`src/rtl/pxp_pkg.sv`:
```
package pxp_pkg;
  localparam int unsigned CH_W       = 8;
  localparam int unsigned WORD_BYTES = 4;
  localparam int unsigned WORD_W     = 8 * WORD_BYTES;
  localparam int unsigned FMT_W      = 4;

  // Pixel width class, taken from the upper two code bits
  typedef enum logic [1:0] {
    CLS_4444 = 2'b00,
    CLS_565  = 2'b01,
    CLS_888  = 2'b10,
    CLS_8888 = 2'b11
  } pix_class_e;

  function automatic logic code_defined(input logic [FMT_W-1:0] code);
    case (code)
      4'd4, 4'd5, 4'd10, 4'd11: code_defined = 1'b0;
      default:                  code_defined = 1'b1;
    endcase
  endfunction

  function automatic logic [2:0] code_bytes(input logic [FMT_W-1:0] code);
    case (pix_class_e'(code[3:2]))
      CLS_4444, CLS_565: code_bytes = 3'd2;
      CLS_888:           code_bytes = 3'd3;
      default:           code_bytes = 3'd4;
    endcase
  endfunction
endpackage

```
`src/rtl/pxp_fmt_decode.sv`:
```
module pxp_fmt_decode
  import pxp_pkg::*;
(
  input  logic [FMT_W-1:0] code,
  output logic             legal,
  output logic [2:0]       nbytes
);
  always_comb begin
    legal  = code_defined(code);
    nbytes = legal ? code_bytes(code) : 3'd0;
  end
endmodule

```
`src/rtl/pxp_pixel_pack.sv`:
```
module pxp_pixel_pack
  import pxp_pkg::*;
(
  input  logic [CH_W-1:0]   ch_r,
  input  logic [CH_W-1:0]   ch_g,
  input  logic [CH_W-1:0]   ch_b,
  input  logic [CH_W-1:0]   ch_a,
  input  logic [FMT_W-1:0]  code,
  input  logic              keep_a,
  input  logic              flip_a,
  output logic [WORD_W-1:0] bits
);
  logic [CH_W-1:0] a_eff;

  always_comb begin
    a_eff = keep_a ? (ch_a ^ {CH_W{flip_a}}) : {CH_W{~flip_a}};
    bits  = '0;
    case (pix_class_e'(code[3:2]))
      CLS_4444: begin
        case (code[1:0])
          2'd0: bits[15:0] = {a_eff[7:4], ch_b[7:4], ch_g[7:4], ch_r[7:4]};
          2'd1: bits[15:0] = {a_eff[7:4], ch_r[7:4], ch_g[7:4], ch_b[7:4]};
          2'd2: bits[15:0] = {ch_b[7:4], ch_g[7:4], ch_r[7:4], a_eff[7:4]};
          default: bits[15:0] = {ch_r[7:4], ch_g[7:4], ch_b[7:4], a_eff[7:4]};
        endcase
      end
      CLS_565: begin
        if (code[0]) bits[15:0] = {ch_r[7:3], ch_g[7:2], ch_b[7:3]};
        else         bits[15:0] = {ch_b[7:3], ch_g[7:2], ch_r[7:3]};
      end
      CLS_888: begin
        if (code[0]) bits[23:0] = {ch_r, ch_g, ch_b};
        else         bits[23:0] = {ch_b, ch_g, ch_r};
      end
      default: begin
        case (code[1:0])
          2'd0: bits = {a_eff, ch_b, ch_g, ch_r};
          2'd1: bits = {a_eff, ch_r, ch_g, ch_b};
          2'd2: bits = {ch_b, ch_g, ch_r, a_eff};
          default: bits = {ch_r, ch_g, ch_b, a_eff};
        endcase
      end
    endcase
  end
endmodule

```
`src/rtl/pxp_word_accum.sv`:
```
module pxp_word_accum #(
  parameter int unsigned WB = 4
) (
  input  logic          clk,
  input  logic          rst_n,
  input  logic          in_vld,
  input  logic          in_eol,
  input  logic [2:0]    in_bytes,
  input  logic [8*WB-1:0] in_data,
  input  logic [WB-1:0] lane_mask,
  output logic          out_vld,
  output logic [8*WB-1:0] out_data,
  output logic [WB-1:0] out_be
);
  localparam int unsigned CNT_W = $clog2(WB);
  localparam int unsigned ACC_W = 8 * (WB - 1);
  localparam int unsigned MRG_W = 8 * (2 * WB - 1);
  localparam int unsigned DW    = 8 * WB;

  logic [ACC_W-1:0] acc_q, acc_d;
  logic [CNT_W-1:0] cnt_q, cnt_d;
  logic             pend_vld_q, pend_vld_d;
  logic [DW-1:0]    pend_data_q, pend_data_d;
  logic [WB-1:0]    pend_be_q, pend_be_d;
  logic             out_vld_d;
  logic [DW-1:0]    out_data_d;
  logic [WB-1:0]    out_be_d;

  logic [MRG_W-1:0] merged;
  logic [2:0]       total, rem;
  logic             full;
  logic [ACC_W-1:0] rem_data;
  logic [WB-1:0]    rem_lanes;
  logic             cur_vld, spill_vld;
  logic [DW-1:0]    cur_data, spill_data;
  logic [WB-1:0]    cur_be, spill_be;

  // Lanes occupied by the leftover bytes
  for (genvar gi = 0; gi < WB; gi++) begin : g_lane
    assign rem_lanes[gi] = (3'(gi) < rem);
  end

  always_comb begin
    merged   = ({{(MRG_W-DW){1'b0}}, in_data} << {cnt_q, 3'b000})
             | {{(MRG_W-ACC_W){1'b0}}, acc_q};
    total    = {1'b0, cnt_q} + in_bytes;
    full     = (total >= 3'(WB));
    rem      = full ? (total - 3'(WB)) : total;
    rem_data = full ? merged[MRG_W-1:DW] : merged[ACC_W-1:0];

    acc_d      = acc_q;
    cnt_d      = cnt_q;
    cur_vld    = 1'b0;
    cur_data   = '0;
    cur_be     = '0;
    spill_vld  = 1'b0;
    spill_data = '0;
    spill_be   = '0;

    if (in_vld) begin
      if (full) begin
        cur_vld  = 1'b1;
        cur_data = merged[DW-1:0];
        cur_be   = lane_mask;
        if (in_eol && rem != 3'd0) begin
          spill_vld  = 1'b1;
          spill_data = {8'h00, rem_data};
          spill_be   = lane_mask & rem_lanes;
        end
      end else if (in_eol) begin
        cur_vld  = 1'b1;
        cur_data = {8'h00, rem_data};
        cur_be   = lane_mask & rem_lanes;
      end
      if (in_eol) begin
        acc_d = '0;
        cnt_d = '0;
      end else begin
        acc_d = rem_data;
        cnt_d = rem[CNT_W-1:0];
      end
    end

    // One-deep hold for a leftover word: it wins the output, any new word waits
    if (pend_vld_q) begin
      out_vld_d   = 1'b1;
      out_data_d  = pend_data_q;
      out_be_d    = pend_be_q;
      pend_vld_d  = cur_vld | spill_vld;
      pend_data_d = cur_vld ? cur_data : spill_data;
      pend_be_d   = cur_vld ? cur_be : spill_be;
    end else begin
      out_vld_d   = cur_vld;
      out_data_d  = cur_data;
      out_be_d    = cur_be;
      pend_vld_d  = spill_vld;
      pend_data_d = spill_data;
      pend_be_d   = spill_be;
    end
  end

  always_ff @(posedge clk or negedge rst_n) begin
    if (!rst_n) begin
      acc_q <= '0;
      cnt_q <= '0;
    end else if (in_vld) begin
      acc_q <= acc_d;
      cnt_q <= cnt_d;
    end
  end

  always_ff @(posedge clk or negedge rst_n) begin
    if (!rst_n) begin
      pend_vld_q  <= 1'b0;
      pend_data_q <= '0;
      pend_be_q   <= '0;
      out_vld     <= 1'b0;
      out_data    <= '0;
      out_be      <= '0;
    end else begin
      pend_vld_q  <= pend_vld_d;
      pend_data_q <= pend_data_d;
      pend_be_q   <= pend_be_d;
      out_vld     <= out_vld_d;
      out_data    <= out_data_d;
      out_be      <= out_be_d;
    end
  end
endmodule

```
`src/rtl/pxp_packer.sv`:
```
module pxp_packer
  import pxp_pkg::*;
(
  input  logic              clk,
  input  logic              rst_n,
  input  logic              pix_valid,
  input  logic              pix_eol,
  input  logic [CH_W-1:0]   pix_r,
  input  logic [CH_W-1:0]   pix_g,
  input  logic [CH_W-1:0]   pix_b,
  input  logic [CH_W-1:0]   pix_a,
  input  logic [FMT_W-1:0]  fmt_sel,
  input  logic              alpha_keep,
  input  logic              alpha_flip,
  input  logic [WORD_BYTES-1:0] lane_mask,
  output logic              word_valid,
  output logic [WORD_W-1:0] word_data,
  output logic [WORD_BYTES-1:0] word_be,
  output logic              fmt_err
);
  logic              legal;
  logic [2:0]        nbytes;
  logic [WORD_W-1:0] pix_bits;
  logic              take;
  logic              err_d;

  pxp_fmt_decode u_dec (
    .code   (fmt_sel),
    .legal  (legal),
    .nbytes (nbytes)
  );

  pxp_pixel_pack u_pack (
    .ch_r   (pix_r),
    .ch_g   (pix_g),
    .ch_b   (pix_b),
    .ch_a   (pix_a),
    .code   (fmt_sel),
    .keep_a (alpha_keep),
    .flip_a (alpha_flip),
    .bits   (pix_bits)
  );

  always_comb begin
    take  = pix_valid & legal;
    err_d = pix_valid & ~legal;
  end

  pxp_word_accum #(.WB(WORD_BYTES)) u_acc (
    .clk       (clk),
    .rst_n     (rst_n),
    .in_vld    (take),
    .in_eol    (pix_eol),
    .in_bytes  (nbytes),
    .in_data   (pix_bits),
    .lane_mask (lane_mask),
    .out_vld   (word_valid),
    .out_data  (word_data),
    .out_be    (word_be)
  );

  always_ff @(posedge clk or negedge rst_n) begin
    if (!rst_n) fmt_err <= 1'b0;
    else        fmt_err <= err_d;
  end
endmodule

```
`config.mk`:
```
export PLATFORM = sky130hd
export DESIGN_NAME = pxp_packer
export DESIGN_NICKNAME = d
export VERILOG_FILES = /design/src/rtl/pxp_pkg.sv /design/src/rtl/pxp_fmt_decode.sv /design/src/rtl/pxp_pixel_pack.sv /design/src/rtl/pxp_word_accum.sv /design/src/rtl/pxp_packer.sv
export SDC_FILE = /design/constraint.sdc
export NUM_CORES = 1
export LEC_CHECK = 0
export ABC_CLOCK_PERIOD_IN_PS = 2900
export BUFFER_PORTS_ARGS = -buffer_cell sky130_fd_sc_hd__buf_2
export CORE_ASPECT_RATIO = 1.25
export CORE_MARGIN = 2
export CORE_UTILIZATION = 45
export DETAILED_ROUTE_END_ITERATION = 10
export PLACE_DENSITY = 0.64
export SETUP_SLACK_MARGIN = 0.3
export SYNTH_ARGS = -nofsm -noshare
export SYNTH_HDL_FRONTEND = slang
export SYNTH_SLANG_ARGS = --single-unit
```
`constraint.sdc`:
```
create_clock -name clk -period 2.9 [get_ports clk]
set_clock_uncertainty 0.05 [all_clocks]
set_input_delay 0.58 -clock clk [delete_from_list [all_inputs] [get_ports clk]]
set_output_delay 0.58 -clock clk [all_outputs]
set_load 0.01 [all_outputs]
```
==> flow_summary.json <==
{
  "outcome": "completed",
  "io_pins": 84,
  "n_antenna_cell": 0,
  "cts_root_buf": "clkbuf_16",
  "gr-total-overflow": 0,
  "synth_fp_nets": 744,
  "placementRows": 48,
  "max_freq_ghz": 0.393,
  "routabilityCongestion": 0.979,
  "worstPathArrival_ns": 2.76,
  "nets": 851,
  "netlist_instances": 696,
  "tritoncts": "yes",
  "start_util_pct": 45.5,
  "dpl.hpwl_um": 17500,
  "synth_compound_area_share_pct": 30.6,
  "rsz0062_at_grt": "false",
  "wire_per_inst_um": 23.3,
  "first_pass_iters": 5,
  "holdWs_ns": 0.199,
  "cap_violations": 0,
  "setup_ws_ns": 0.353,
  "period_share_pct": 87.8,
  "p_per_area_nw_per_um2": 581,
  "cts_sinks": 101,
  "power_mw": 4.39,
  "h-tree-depth": 3,
  "synthTopCellsByArea": "dfrtp_1 41%, o21ai_0 4.9%, nand2_1 4.9%",
  "timing.final.hold_violations": 0,
  "avgSynthCellArea_um2": 8.92,
  "io_buffer_count": 83,
  "ys_seq_area_share_pct": 40.7,
  "hold_class": "in2async",
  "clk_latency_ns": 0.35,
  "antenna_found_initial": 0,
  "synth_mux_area_share_pct": 5.36,
  "drc": 0,
  "area_delta_synth_final_pct": 21.5,
  "synth_top_family_by_area": "compound AO/OA/AOI/OAI gates",
  "final_util_pct": 55.3,
  "vias_per_cell": 6.39,
  "netlist.top_cell.by_area": "dfrtp_1",
  "setup_viol": 0,
  "synth_flop_cell": "dfrtp_1",
  "tightest_slew_ns": 0.911,
  "vias": 6275,
  "slew_violations": 0,
  "synthSimpleGateAreaFrac_pct": 15.7,
  "grt_max_degree": 49,
  "worstPathRequired_ns": 3.11,
  "critPathKind": "in2reg",
  "drive_gt1_share_pct": 25.9,
  "relSlewSlack_pct": 37.7,
  "stdcell_area_um2": 7540,
  "synth_xor_area_share_pct": 2.14,
  "synth_fa_ha_area_share_pct": 0.685,
  "worstSetupStartpointType": "primary input",
  "dp_cells": 967,
  "postRouteAntennaNets": 0,
  "worstPathMaxFanout": 24,
  "totalNegativeSetupSlack_ns": 0,
  "leakage_nw": 3.46,
  "ys_seq_elements": 101,
  "async_flop_share_pct": 100,
  "pre_cts_ws_ns": 0.114,
  "clkTransAtPathRegs_ns": 0.07,
  "ir_worst_vdd_mv": 0.252,
  "die-width_um": 109,
  "min_period_ns": 2.55,
  "wirelength_um": 22900,
  "yosysTopAreaCellShare_pct": 40.7,
  "grt_pass1_vias": 5998,
  "yosysUniqueCellTypes": 75,
  "cts_buffers": 9,
  "die-area_um2": 14800,
  "dpl_cell_area_um2": 7220,
  "yosysWarnings": 0,
  "clock_path_buffers": 2,
  "synth_most_common_cell": "dfrtp_1",
  "synth_common_cells": "101 x dfrtp_1, 81 x nand2_1, 61 x o21ai_0, 42 x nor2_1, 40 x a21oi_1",
  "syn_area_um2": 6210,
  "core_area_um2": 13600,
  "die_y_um": 135,
  "grt_pass1_wl_um": 35300,
  "synth_edf_count": 0,
  "cp-end-kind": "flop",
  "final_cells": 982,
  "drt_iter0_markers": 677,
  "grt_usage_pct": 32.0,
  "fillers": 1210
}
worst max-delay path, cell delays in order:
cell	delay, ns
buf_2	0.21
buf_4	0.31
nor2_1	0.12
a21o_1	0.21
a2111oi_0	0.84
buf_4	0.24
a211oi_1	0.06
o21ai_0	0.18
cell usage in the layout, fill, tap and decap left out, types with 13 or more instances in the layout:
cell / synthesis / routed
o21ai_1: 5 / 19
nand2_1: 81 / 80
mux2_2: 14 / 14
a21oi_1: 40 / 40
buf_2: 24 / 82
dfrtp_1: 101 / 101
nor2_1: 42 / 38
nand3_1: 15 / 13
a22oi_1: 15 / 15
nor3_1: 15 / 14
buf_4: 0 / 63
o22ai_1: 20 / 20
a221oi_1: 18 / 15
a21o_1: 14 / 14
mux2i_1: 16 / 14
o21ai_0: 61 / 46
state kept, by name, indices dropped and copies added (netlist names):
name / flops
u_acc.out_data: 32
u_acc.pend_data_q: 32
u_acc.acc_q: 24
u_acc.out_be: 4
u_acc.pend_be_q: 4
u_acc.cnt_q: 2
fmt_err: 1
u_acc.out_vld: 1
u_acc.pend_vld_q: 1
timing repair:
| action | CTS | global route |
|---|---|---|
| hold buffers | 0 | 0 |
| resized for setup | 0 | 1 |
| endpoints found under the setup margin | 0 | 2 |
| buffers inserted | 0 | 0 |
routing by layer:
metal	routed length, um	vias up	track usage [%]
met3	1650	52	4.71
met2	11100	331	52.2
met1	9210	3066	41.4
met4	996	0	15.2
met5	0	-	0
li1	-	2826	-
cell type report:
| cell class | instances | area, um2 | share of cell area (%) |
|---|---|---|---|
| timing repair buffer | 148 | 943 | 12.5 |
| clock buffer | 9 | 225 | 2.99 |
| multi-input combinational | 529 | 3480 | 46.2 |
| tap | 175 | 219 | 2.90 |
| clock inverter | 6 | 93.8 | 1.24 |
| inverter | 14 | 52.6 | 0.697 |
| sequential | 101 | 2530 | 33.5 |
path summary, 6_finish.rpt:
kind                            cells after the start                           to  slack (ns)                      startpoint
worst max-delay path                                8  u_acc.out_data[9]$_DFF_PN0_        0.35                      fmt_sel[1]
worst max register to register                      6  u_acc.out_data[9]$_DFF_PN0_        0.40      u_acc.cnt_q[0]$_DFFE_PN0P_
max in group asynchronous                           2  u_acc.out_data[3]$_DFF_PN0_        1.92                           rst_n
worst min register to register                      2  u_acc.out_data[0]$_DFF_PN0_        0.41  u_acc.pend_data_q[0]$_DFF_PN0_
min in group clk                                    2  u_acc.out_data[0]$_DFF_PN0_        0.41  u_acc.pend_data_q[0]$_DFF_PN0_
worst min-delay path                                1    u_acc.out_be[1]$_DFF_PN0_        0.20                           rst_n
cells by family (layout without fill, tap and decap cells):
family,count (synthesis),in the layout
compound gates,274,274
xor+xnor,13,13
fa+ha+maj,3,3
buf+inv,66,177
flops,101,101
mux,31,31
simple gates,208,208
power by group:
| part | switching, mW | internal, mW |
|---|---|---|
| clock network | 0.553 | 0.763 |
| registers | 0.0762 | 1.55 |
| logic | 0.910 | 0.532 |
(Power assumes the default switching activity.)
